## src/rtl/clkgate_pkg.sv

```systemverilog
package clkgate_pkg;
  localparam int EN_BIT    = 0;
  localparam int SEL_BIT   = 1;
  localparam int HEN_BIT   = 2;
  localparam int HLONG_BIT = 3;
  localparam int STAT_BIT  = 4;

  typedef struct packed {
    logic hystLong;
    logic hystEn;
    logic swSel;
    logic swEn;
  } ctrlBits_t;

  typedef struct packed {
    logic setOn;
    logic setOff;
  } gateStrobe_t;
endpackage

```

## src/rtl/clkgate_ctrl.sv

```systemverilog
module clkgate_ctrl
  import clkgate_pkg::*;
#(
  parameter int SHORT_HYST = 16,
  parameter int LONG_HYST  = 64,
  parameter bit KEEP_ON    = 1'b0
) (
  input  logic        clk,
  input  logic        rstN,
  input  logic        regWrEn,
  input  logic [3:0]  wrBits,
  input  logic        hwReq,
  input  logic        gateOn,
  output ctrlBits_t   ctrl,
  output gateStrobe_t strobe
);
  localparam int CW = $clog2(LONG_HYST + 1);

  logic          reqOn;
  logic          draining;
  logic [CW-1:0] holdCnt;
  logic [CW-1:0] holdDelay;

  always_ff @(posedge clk or negedge rstN) begin
    if (!rstN) begin
      ctrl <= '0;
    end else if (regWrEn) begin
      ctrl.swEn     <= wrBits[EN_BIT];
      ctrl.swSel    <= wrBits[SEL_BIT];
      ctrl.hystEn   <= wrBits[HEN_BIT];
      ctrl.hystLong <= wrBits[HLONG_BIT];
    end
  end

  always_comb begin
    reqOn         = ctrl.swSel ? (ctrl.swEn | KEEP_ON) : hwReq;
    holdDelay     = ctrl.hystLong ? CW'(LONG_HYST) : CW'(SHORT_HYST);
    draining      = gateOn & ~reqOn;
    strobe.setOn  = reqOn & ~gateOn;
    strobe.setOff = draining & (~ctrl.hystEn | (holdCnt >= holdDelay));
  end

  always_ff @(posedge clk or negedge rstN) begin
    if (!rstN) begin
      holdCnt <= '0;
    end else if (!draining || strobe.setOff) begin
      holdCnt <= '0;
    end else begin
      holdCnt <= holdCnt + 1'b1;
    end
  end
endmodule

```

## src/rtl/clkgate_path.sv

```systemverilog
module clkgate_path
  import clkgate_pkg::*;
#(
  parameter int SYNC_STAGES = 4
) (
  input  logic        clk,
  input  logic        rstN,
  input  gateStrobe_t strobe,
  output logic        gateOn,
  output logic        statusQ
);
  always_ff @(posedge clk or negedge rstN) begin
    if (!rstN) begin
      gateOn <= 1'b0;
    end else if (strobe.setOn) begin
      gateOn <= 1'b1;
    end else if (strobe.setOff) begin
      gateOn <= 1'b0;
    end
  end

  generate
    if (SYNC_STAGES == 1) begin : g_single
      always_ff @(posedge clk or negedge rstN) begin
        if (!rstN) statusQ <= 1'b0;
        else       statusQ <= gateOn;
      end
    end else begin : g_chain
      logic [SYNC_STAGES-1:0] syncQ;
      always_ff @(posedge clk or negedge rstN) begin
        if (!rstN) syncQ <= '0;
        else       syncQ <= {syncQ[SYNC_STAGES-2:0], gateOn};
      end
      assign statusQ = syncQ[SYNC_STAGES-1];
    end
  endgenerate
endmodule

```

## src/rtl/clkgate_hyst.sv

```systemverilog
module clkgate_hyst
  import clkgate_pkg::*;
#(
  parameter int REG_W       = 32,
  parameter int SYNC_STAGES = 4,
  parameter int SHORT_HYST  = 16,
  parameter int LONG_HYST   = 64,
  parameter bit KEEP_ON     = 1'b0
) (
  input  logic             clk,
  input  logic             rstN,
  input  logic             regWrEn,
  input  logic [REG_W-1:0] regWrData,
  input  logic             hwReq,
  output logic [REG_W-1:0] regRdData,
  output logic             clkEnOut
);
  ctrlBits_t   ctrl;
  gateStrobe_t strobe;
  logic        gateOn;
  logic        statusQ;
  logic        unusedWrBits;

  assign unusedWrBits = ^regWrData[REG_W-1:STAT_BIT];

  clkgate_ctrl #(
    .SHORT_HYST(SHORT_HYST),
    .LONG_HYST (LONG_HYST),
    .KEEP_ON   (KEEP_ON)
  ) u_ctrl (
    .clk    (clk),
    .rstN   (rstN),
    .regWrEn(regWrEn),
    .wrBits (regWrData[3:0]),
    .hwReq  (hwReq),
    .gateOn (gateOn),
    .ctrl   (ctrl),
    .strobe (strobe)
  );

  clkgate_path #(
    .SYNC_STAGES(SYNC_STAGES)
  ) u_path (
    .clk    (clk),
    .rstN   (rstN),
    .strobe (strobe),
    .gateOn (gateOn),
    .statusQ(statusQ)
  );

  always_comb begin
    regRdData            = '0;
    regRdData[EN_BIT]    = ctrl.swEn;
    regRdData[SEL_BIT]   = ctrl.swSel;
    regRdData[HEN_BIT]   = ctrl.hystEn;
    regRdData[HLONG_BIT] = ctrl.hystLong;
    regRdData[STAT_BIT]  = statusQ;
  end

  assign clkEnOut = gateOn;
endmodule

```

## config.mk

```make
export PLATFORM = sky130hd
export DESIGN_NAME = clkgate_hyst
export DESIGN_NICKNAME = d
export VERILOG_FILES = /design/src/rtl/clkgate_pkg.sv /design/src/rtl/clkgate_ctrl.sv /design/src/rtl/clkgate_path.sv /design/src/rtl/clkgate_hyst.sv
export SDC_FILE = /design/constraint.sdc
export NUM_CORES = 1
export LEC_CHECK = 0
export BUFFER_PORTS_ARGS = -buffer_cell sky130_fd_sc_hd__buf_2
export CAP_MARGIN = 20
export CORE_MARGIN = 2
export CORE_UTILIZATION = 42
export DETAILED_ROUTE_END_ITERATION = 8
export PLACE_DENSITY = 0.92
export SLEW_MARGIN = 20
export SYNTH_ARGS = -nofsm -noshare
export SYNTH_HDL_FRONTEND = slang
export SYNTH_SLANG_ARGS = --single-unit
```

## constraint.sdc

```tcl
create_clock -name clk -period 2.65 [get_ports clk]
set_clock_uncertainty 0.15 [all_clocks]
set_input_delay 0.53 -clock clk [delete_from_list [all_inputs] [get_ports clk]]
set_output_delay 0.53 -clock clk [all_outputs]
set_load 0.005 [all_outputs]
```

# Word-level counts from Yosys, hierarchy flattened
# Index checks and enable logic that the tools add are counted.
# word_totals
reg_bits	16
word_cells	24
output_inout_bits	33
# classes
muxes	5
n_reduce_logical	3
add_sub_neg	1
n_bitwise	7
n_lt_le_gt_ge	1
# op_table
op	count
$mux 7	2
$add 7x1->7 const B	1
$ge 7x7->1	1
$and 1x1->1	3
$mux 1	3
$not 1->1	3
$reduce_bool 2->1	1
$logic_not 1->1	1
$logic_or 1x1->1	1
$or 1x1->1	1

# Depth between registers and ports, before layout
# Gate-level depths: netlist of the first run.
# depth
depth_word	6
depth_mapped	5
depth_no_buf	5

# By module
# A second synthesis of the first run with hierarchy kept.
# unflattened
cells_unflattened	87
hier_area_um2	920.9
# by_module_without_submodules
mod	area_per_inst_um2	n_inst	cells_each	seq_area_each_um2
clkgate_ctrl	570.5	1	51	275.3
clkgate_hyst	214.0	1	29	0.0
clkgate_path	136.4	1	7	125.1

# Least setup slack after synthesis of the first run
# No wires, ideal clock.
# synth_path
kind	reg-to-reg
from	register, netlist name u_ctrl.ctrl[3]
to	register u_ctrl.holdCnt[5]
n_path_buf	0
path_slack_ns	1.074
arrival_ns	1.314
setup_time_ns	0.111
stages_incl_launch_ff	5
cell_sequence	dfrtp_1 > inv_1 > ha_1 > a211o_1 > a2111oi_2
# synth_via
elab_chain_cells	6
# synth_lines
item	line_no	source
$mux 7	clkgate_ctrl.sv:37	holdDelay = ctrl.hystLong ? CW'(LONG_HYST) : CW'(SHORT_HYST);
$ge 7x7->1	clkgate_ctrl.sv:40	strobe.setOff = draining & (~ctrl.hystEn | (holdCnt >= holdDelay));
$or 1x1->1	clkgate_ctrl.sv:40	
$and 1x1->1	clkgate_ctrl.sv:40	
$logic_or 1x1->1	clkgate_ctrl.sv:46	end else if (!draining || strobe.setOff) begin
$mux 7	clkgate_ctrl.sv:46	
end signal: assignment	clkgate_ctrl.sv:49	holdCnt <= holdCnt + 1'b1;
end: declaration	clkgate_ctrl.sv:21	logic [CW-1:0] holdCnt;
# No other way between the ends.
# A chain may end at the register's enable or synchronous reset.

# Worst setup path in the final report of the first run
# layout_path
from	register, netlist name u_ctrl.ctrl[3]
to	register u_ctrl.holdCnt[5]
# layout_via
elab_chain_cells	6
# layout_lines
item	line_no
$mux 7	clkgate_ctrl.sv:37
$ge 7x7->1	clkgate_ctrl.sv:40
$or 1x1->1	clkgate_ctrl.sv:40
$and 1x1->1	clkgate_ctrl.sv:40
$logic_or 1x1->1	clkgate_ctrl.sv:46
$mux 7	clkgate_ctrl.sv:46
# No other way between the ends.

==> metrics, run 1 <==
maximum clock rate=approximately 600 MHz; Rows=16; Post-Syn Area=916 sq um; Reg power frac=53.5%; Seq cells post-synth=16; DRT iter0 DRCs=5; first-pass GRT wire length=around 2300 microns; Post-DP HPWL=between 1000 and 1500 microns; Antenna Nets Post-Route=0; Tcrit/Tclk final=63.5%; vias in the first global route=494; Post-synth EDFFs=0; status=complete, no violations; Synth Flop Type=dfrtp_1; RSZ-0062 raised after global routing=no; hold_ws=between 0.2 and 0.25 ns; die width=slightly above 50 microns; Post-Place Cells=122; Post-route DRC=0; Finished Layout Cells=127; Max Root-Sink Buffers=2; chip height=50.7 microns; Routed WL=1340 microns; Yosys cell types=22; worst-path fanout max=8; Clock Latency Late Sink=about 0.30 ns; DRT Pass-1 Iters=4; Combinational Power Share=13.4%; final hold vios=0; Pleak=roughly 0.45 nW; Initial Util=45.7%; Util after Layout=47.2%; PortBufs=13; Yosys top cell area share=43.7%; initial antenna violation count=0; clock transition at the registers of the reported paths=roughly 0.10 ns; largest cells by area after synthesis=dfrtp_1 44%, buf_4 23%, ha_1 5.5%; Internal Power=0.374 mW; dominant cell by count in the synthesized netlist=buf_4; clock root cell=clkbuf_4; Post-Syn Area per Cell=10.8 sq um; largest net degree at the start of global routing=17; post-synth top area cell=dfrtp_1; Clk pwr share=33.0%; pwr dens=541 nW/um^2; Final Setup Violations=0; Vias/cell=4.50; GP Congestion=0.818; CTS tree=yes; I/O pins=slightly below 70; WS Path Type=reg2reg; fraction of layout cells with a size suffix above 1=24.0%; # clock sinks=16; grt ovf=0; TNS Setup=0 ns; commonest cells in the netlist=28 x buf_4, 16 x dfrtp_1; # resized after CTS=0; WP data arrival=between 1.5 and 2 ns; Routed WL per cell=10.5 microns; total CTS buffers=3; Seq/Total Area, Yosys=43.7%; warning count from the yosys run=0; Core Area=2000 sq um; Die ar.=2570 sq um; crit start category=flop; Sw Pwr=0.137 mW; fin crit period=~1.7 ns; Async SR Flop Fraction=100%; # diodes=0; worst min-delay path class=reg2reg; Net Sw Frac=26.8%; H-tree depth=1; cells after synthesis=between 80 and 90; Max IR drop VDD=0.390 mV; Final nets=141; MaxCap Viol Count=0; vias=about 570; CP Data Required Time=around 2.7 ns; Total GRT Usage=12.4%; synth-to-layout area growth=3.14%; Power, Total=~0.51 mW; Slew Viols, Final=0; CP endpoint kind=flop
==> layer usage <==
metal / vias to the layer above / GRT usage, % / share of wire [%]
met5: - / 0 / 0
met4: 0 / 9.46 / 3.8
met3: 5 / 4.46 / 7.3
met2: 32 / 18.9 / 50
met1: 269 / 13.9 / 39
li1: 266 / - / -
==> logic make-up (layout without fill, tap and decap cells) <==
group / count (synthesis) / after routing / share of synthesized area (%)
compound gates: 7 / 7 / 6.69
xor+xnor: 3 / 3 / 2.87
fa+ha+maj: 4 / 4 / 5.46
buf+inv: 33 / 22 / 25.0
flops: 16 / 16 / 43.7
mux: 4 / 4 / 4.92
other cells: 1 / 27 / 0.409
simple gates: 17 / 17 / 10.9
==> stage by stage <==
step                      area, sq um  setup slack (ns)
after floorplan                  1010              1.07
after detailed placement          898             0.949
after global placement            898              1.02
after CTS                         945             0.940
final                             945             0.968
after global routing              945             0.835
==> flip-flops by register name, summed over array words and instances, names as in the netlist <==
register / count
u_path.gateOn: 1
u_ctrl.holdCnt: 7
u_ctrl.ctrl: 4
u_path.g_chain.syncQ: 4
==> timing repair <==
action	in CTS	in global routing
hold endpoints to repair	16	0
setup buffers	0	0
hold buffers	1	0
==> layout by cell type (no fill, tap or decap), drive strengths merged <==
master,netlist,routed
a2111oi,2,2
conb,1,27
a211o,1,1
or3,2,2
clkbuf,1,4
o21bai,1,1
dfrtp,16,16
ha,4,4
nand2,4,4
xor2,1,1
nor4,4,4
dlygate4sd3,0,1
nand2b,1,1
inv,4,4
mux2,4,4
o21ai,3,3
nor2,1,1
nor4b,1,1
and4,1,1
xnor2,2,2
nand3,3,3
buf,28,13
==> worst max-delay path, stage by stage (launching register included) <==
cell and delay (ns):
dfrtp_1 0.38, inv_1 0.10, ha_1 0.26, a211o_1 0.38, a2111oi_2 0.32
==> worst paths after layout <==
| path | end | depth (start not counted) | slack, ns | startpoint |
|---|---|---|---|---|
| worst max-delay path | u_ctrl.holdCnt[5] | 4 | 0.97 | u_ctrl.ctrl[3] |
| worst min-delay path | u_path.g_chain.syncQ[2] | 0 | 0.21 | u_path.g_chain.syncQ[1] |
| worst max register to register | u_ctrl.holdCnt[5] | 4 | 0.97 | u_ctrl.ctrl[3] |
| worst min register to register | u_path.g_chain.syncQ[2] | 0 | 0.21 | u_path.g_chain.syncQ[1] |
| max in group asynchronous | u_path.g_chain.syncQ[1] | 2 | 1.59 | rstN |
| min in group asynchronous | u_ctrl.holdCnt[2] | 2 | 0.49 | rstN |
==> power groups by stage <==
stage                     registers (mW)  logic (mW)  clock network (mW)
after floorplan                    0.278      0.0718                   0
after global placement             0.278      0.0653                   0
after detailed placement           0.279      0.0679                   0
after CTS                          0.274      0.0690               0.171
after global routing               0.276      0.0771               0.186
final                              0.274      0.0687               0.169
==> final cells by class <==
| cell class | count | area [sq um] |
|---|---|---|
| fillers | 193 | 1060 |
| flip-flops and latches | 16 | 400 |
| multi-input cells | 62 | 384 |
| repair buffers | 14 | 75.1 |
| clock buffers | 4 | 36.3 |
| well taps | 27 | 33.8 |
| inverters | 4 | 15.0 |
Note: power is estimated with default switching activity, not from simulation.
==> inputs of run 2 (changes only) <==
Settings changed: CORE_ASPECT_RATIO set to 2, CORE_UTILIZATION 42 to 35, PLACE_DENSITY 0.92 to 0.82.
Clock period 2.65 ns to 1.3 ns, I/O delays scaled along.
==> metrics, run 2 (synthesis results as in run 1) <==
status=finished with violations; failing checks=setup timing; DRT iter0 DRCs=10 (+5); Final Setup Violations=8 (+8); Total GRT Usage=12.9% (+0.58 points); clock root cell=clkbuf_8; fin crit period=1.56 ns (-0.124 ns); most common cell after layout, fill and taps aside=conb_1; MaxCap Viol Count=0 (unchanged); Max Root-Sink Buffers=2 (unchanged); synth-to-layout area growth=29.6%; Power, Total=1.24 mW (+140%); Final nets=153 (+8.5%); register area=400 sq um (unchanged); largest net degree at the start of global routing=17 (unchanged); Biggest register=u_ctrl.holdCnt; WP data arrival=1.56 ns (-0.17 ns); WS Path Type=reg2reg; Fill cells=223 (+16%); Antenna Nets Post-Route=0 (unchanged); CP endpoint kind=flop; crit start category=flop; TNS Setup=-1.75 ns (-1.75 ns); pwr dens=1050 nW/um^2 (+94%); commonest non-fill, non-tap cells in the layout=27 x conb_1, 16 x dfrtp_1, 9 x buf_2; clock transition at the registers of the reported paths=0.06 ns (-0.04 ns); Slew Viols, Final=0 (unchanged); Post-route DRC=0 (unchanged); Tcrit/Tclk final=120% (+56 points); Die ar.=3070 sq um (+19%); Routed WL=1690 microns (+27%); final hold vios=0 (unchanged); Max IR drop VDD=0.743 mV (+90%); total CTS buffers=3 (unchanged); Post-DP HPWL=1260 microns (+22%); setup ws final=-0.259 ns (-1.23 ns); # diodes=0 (unchanged); Rows=26 (+10); vias in the first global route=649 (+31%); RSZ-0062 raised after global routing=yes; PortBufs=13 (unchanged); initial antenna violation count=0 (unchanged); first-pass GRT wire length=2830 microns (+25%); DRT Pass-1 Iters=5 (+1); Routed WL per cell=12.1 microns (+15%); Pleak=0.535 nW (+19%); worst min-delay path class=in2reg; CTS tree=yes; # clock sinks=16 (unchanged); GP Congestion=0.734 (-10%); chip height=76.3 microns (+51%); Multi-input gate area=477 sq um (+24%); top flop regs=u_ctrl.holdCnt x7, u_ctrl.ctrl x4, u_path.g_chain.syncQ x4; maximum clock rate=642 MHz (+7.9%); Clock Latency Late Sink=0.25 ns (-0.05 ns); Core Area=2500 sq um (+25%); Vias/cell=4.61 (+2.5%); worst-path fanout max=5 (-3); Initial Util=36.6% (-9.2 points); CP Data Required Time=1.30 ns (-1.40 ns); I/O pins=69 (unchanged); grt ovf=0 (unchanged); H-tree depth=1 (unchanged); max FFs per register=7 (unchanged); fraction of layout cells with a size suffix above 1=42.0% (+18 points); die width=40.2 microns (-21%); vias=646 (+13%)
-- run 2: cell types whose count changed in the layout (fill, tap and decap cells not counted), sizes merged --
cell,delta
buf,+12
-- run 2: stage by stage --
stage	util, %	area [sq um]	worst slack [ns]	hold WS [ns]	std cells
after floorplan	-	1050	-0.238	-0.186	111
after global placement	39.9	998	-0.254	0.0302	133
after detailed placement	39.9	998	-0.325	0.0401	133
after CTS	45.4	1140	-0.273	0.0876	139
after global routing	47.4	1190	-0.333	0.0939	140
final	47.4	1190	-0.259	0.0810	140
-- run 2: worst max-delay path: stages, from the launching register on --
cell,delay [ns]
dfrtp_1,0.41
ha_2,0.21
nand2_2,0.06
or3_4,0.34
a2111oi_4,0.29
-- run 2: worst paths after layout --
check                                              from                 endpoint  slack [ns]  cells past startpoint
worst max-delay path                  u_ctrl.holdCnt[0]        u_ctrl.holdCnt[6]       -0.26                      4
worst min-delay path                       regWrData[3]           u_ctrl.ctrl[3]        0.08                      3
worst max register to register        u_ctrl.holdCnt[0]        u_ctrl.holdCnt[6]       -0.26                      4
worst min register to register  u_path.g_chain.syncQ[1]  u_path.g_chain.syncQ[2]        0.20                      0
max in group asynchronous                          rstN            u_path.gateOn        0.45                      2
min in group asynchronous                          rstN        u_ctrl.holdCnt[1]        0.30                      2
-- run 2: area by class of cell --
| class | instances | area share (%) |
|---|---|---|
| flip-flops and latches | 16 | 33.7 |
| clock buffers | 4 | 4.64 |
| multi-input cells | 62 | 40.1 |
| well taps | 28 | 2.95 |
| inverters | 4 | 1.26 |
| repair buffers | 26 | 17.3 |
-- run 2: metal layers --
| layer | track usage [%] | up-vias | share of wire, % |
|---|---|---|---|
| met1 | 13.7 | 311 | 32 |
| met3 | 2.04 | 10 | 6.2 |
| li1 | - | 290 | - |
| met4 | 9.67 | 0 | 5.7 |
| met2 | 20.8 | 35 | 56 |
| met5 | 0 | - | 0 |
-- run 2: report_power, final --
part	total (mW)	internal [mW]	switching (mW)	leakage (nW)
Clock	0.440	0.269	0.171	0.0288
Sequential	0.560	0.539	0.0212	0.201
Combinational	0.243	0.119	0.125	0.305
-- run 2: repair_timing --
item                                    in CTS  in global routing
pin swaps                                    6                  2
hold endpoints to repair                    16                  0
hold buffers                                 1                  0
resized for setup                           11                  8
setup buffers                                1                  1
endpoints found under the setup margin       9                 12
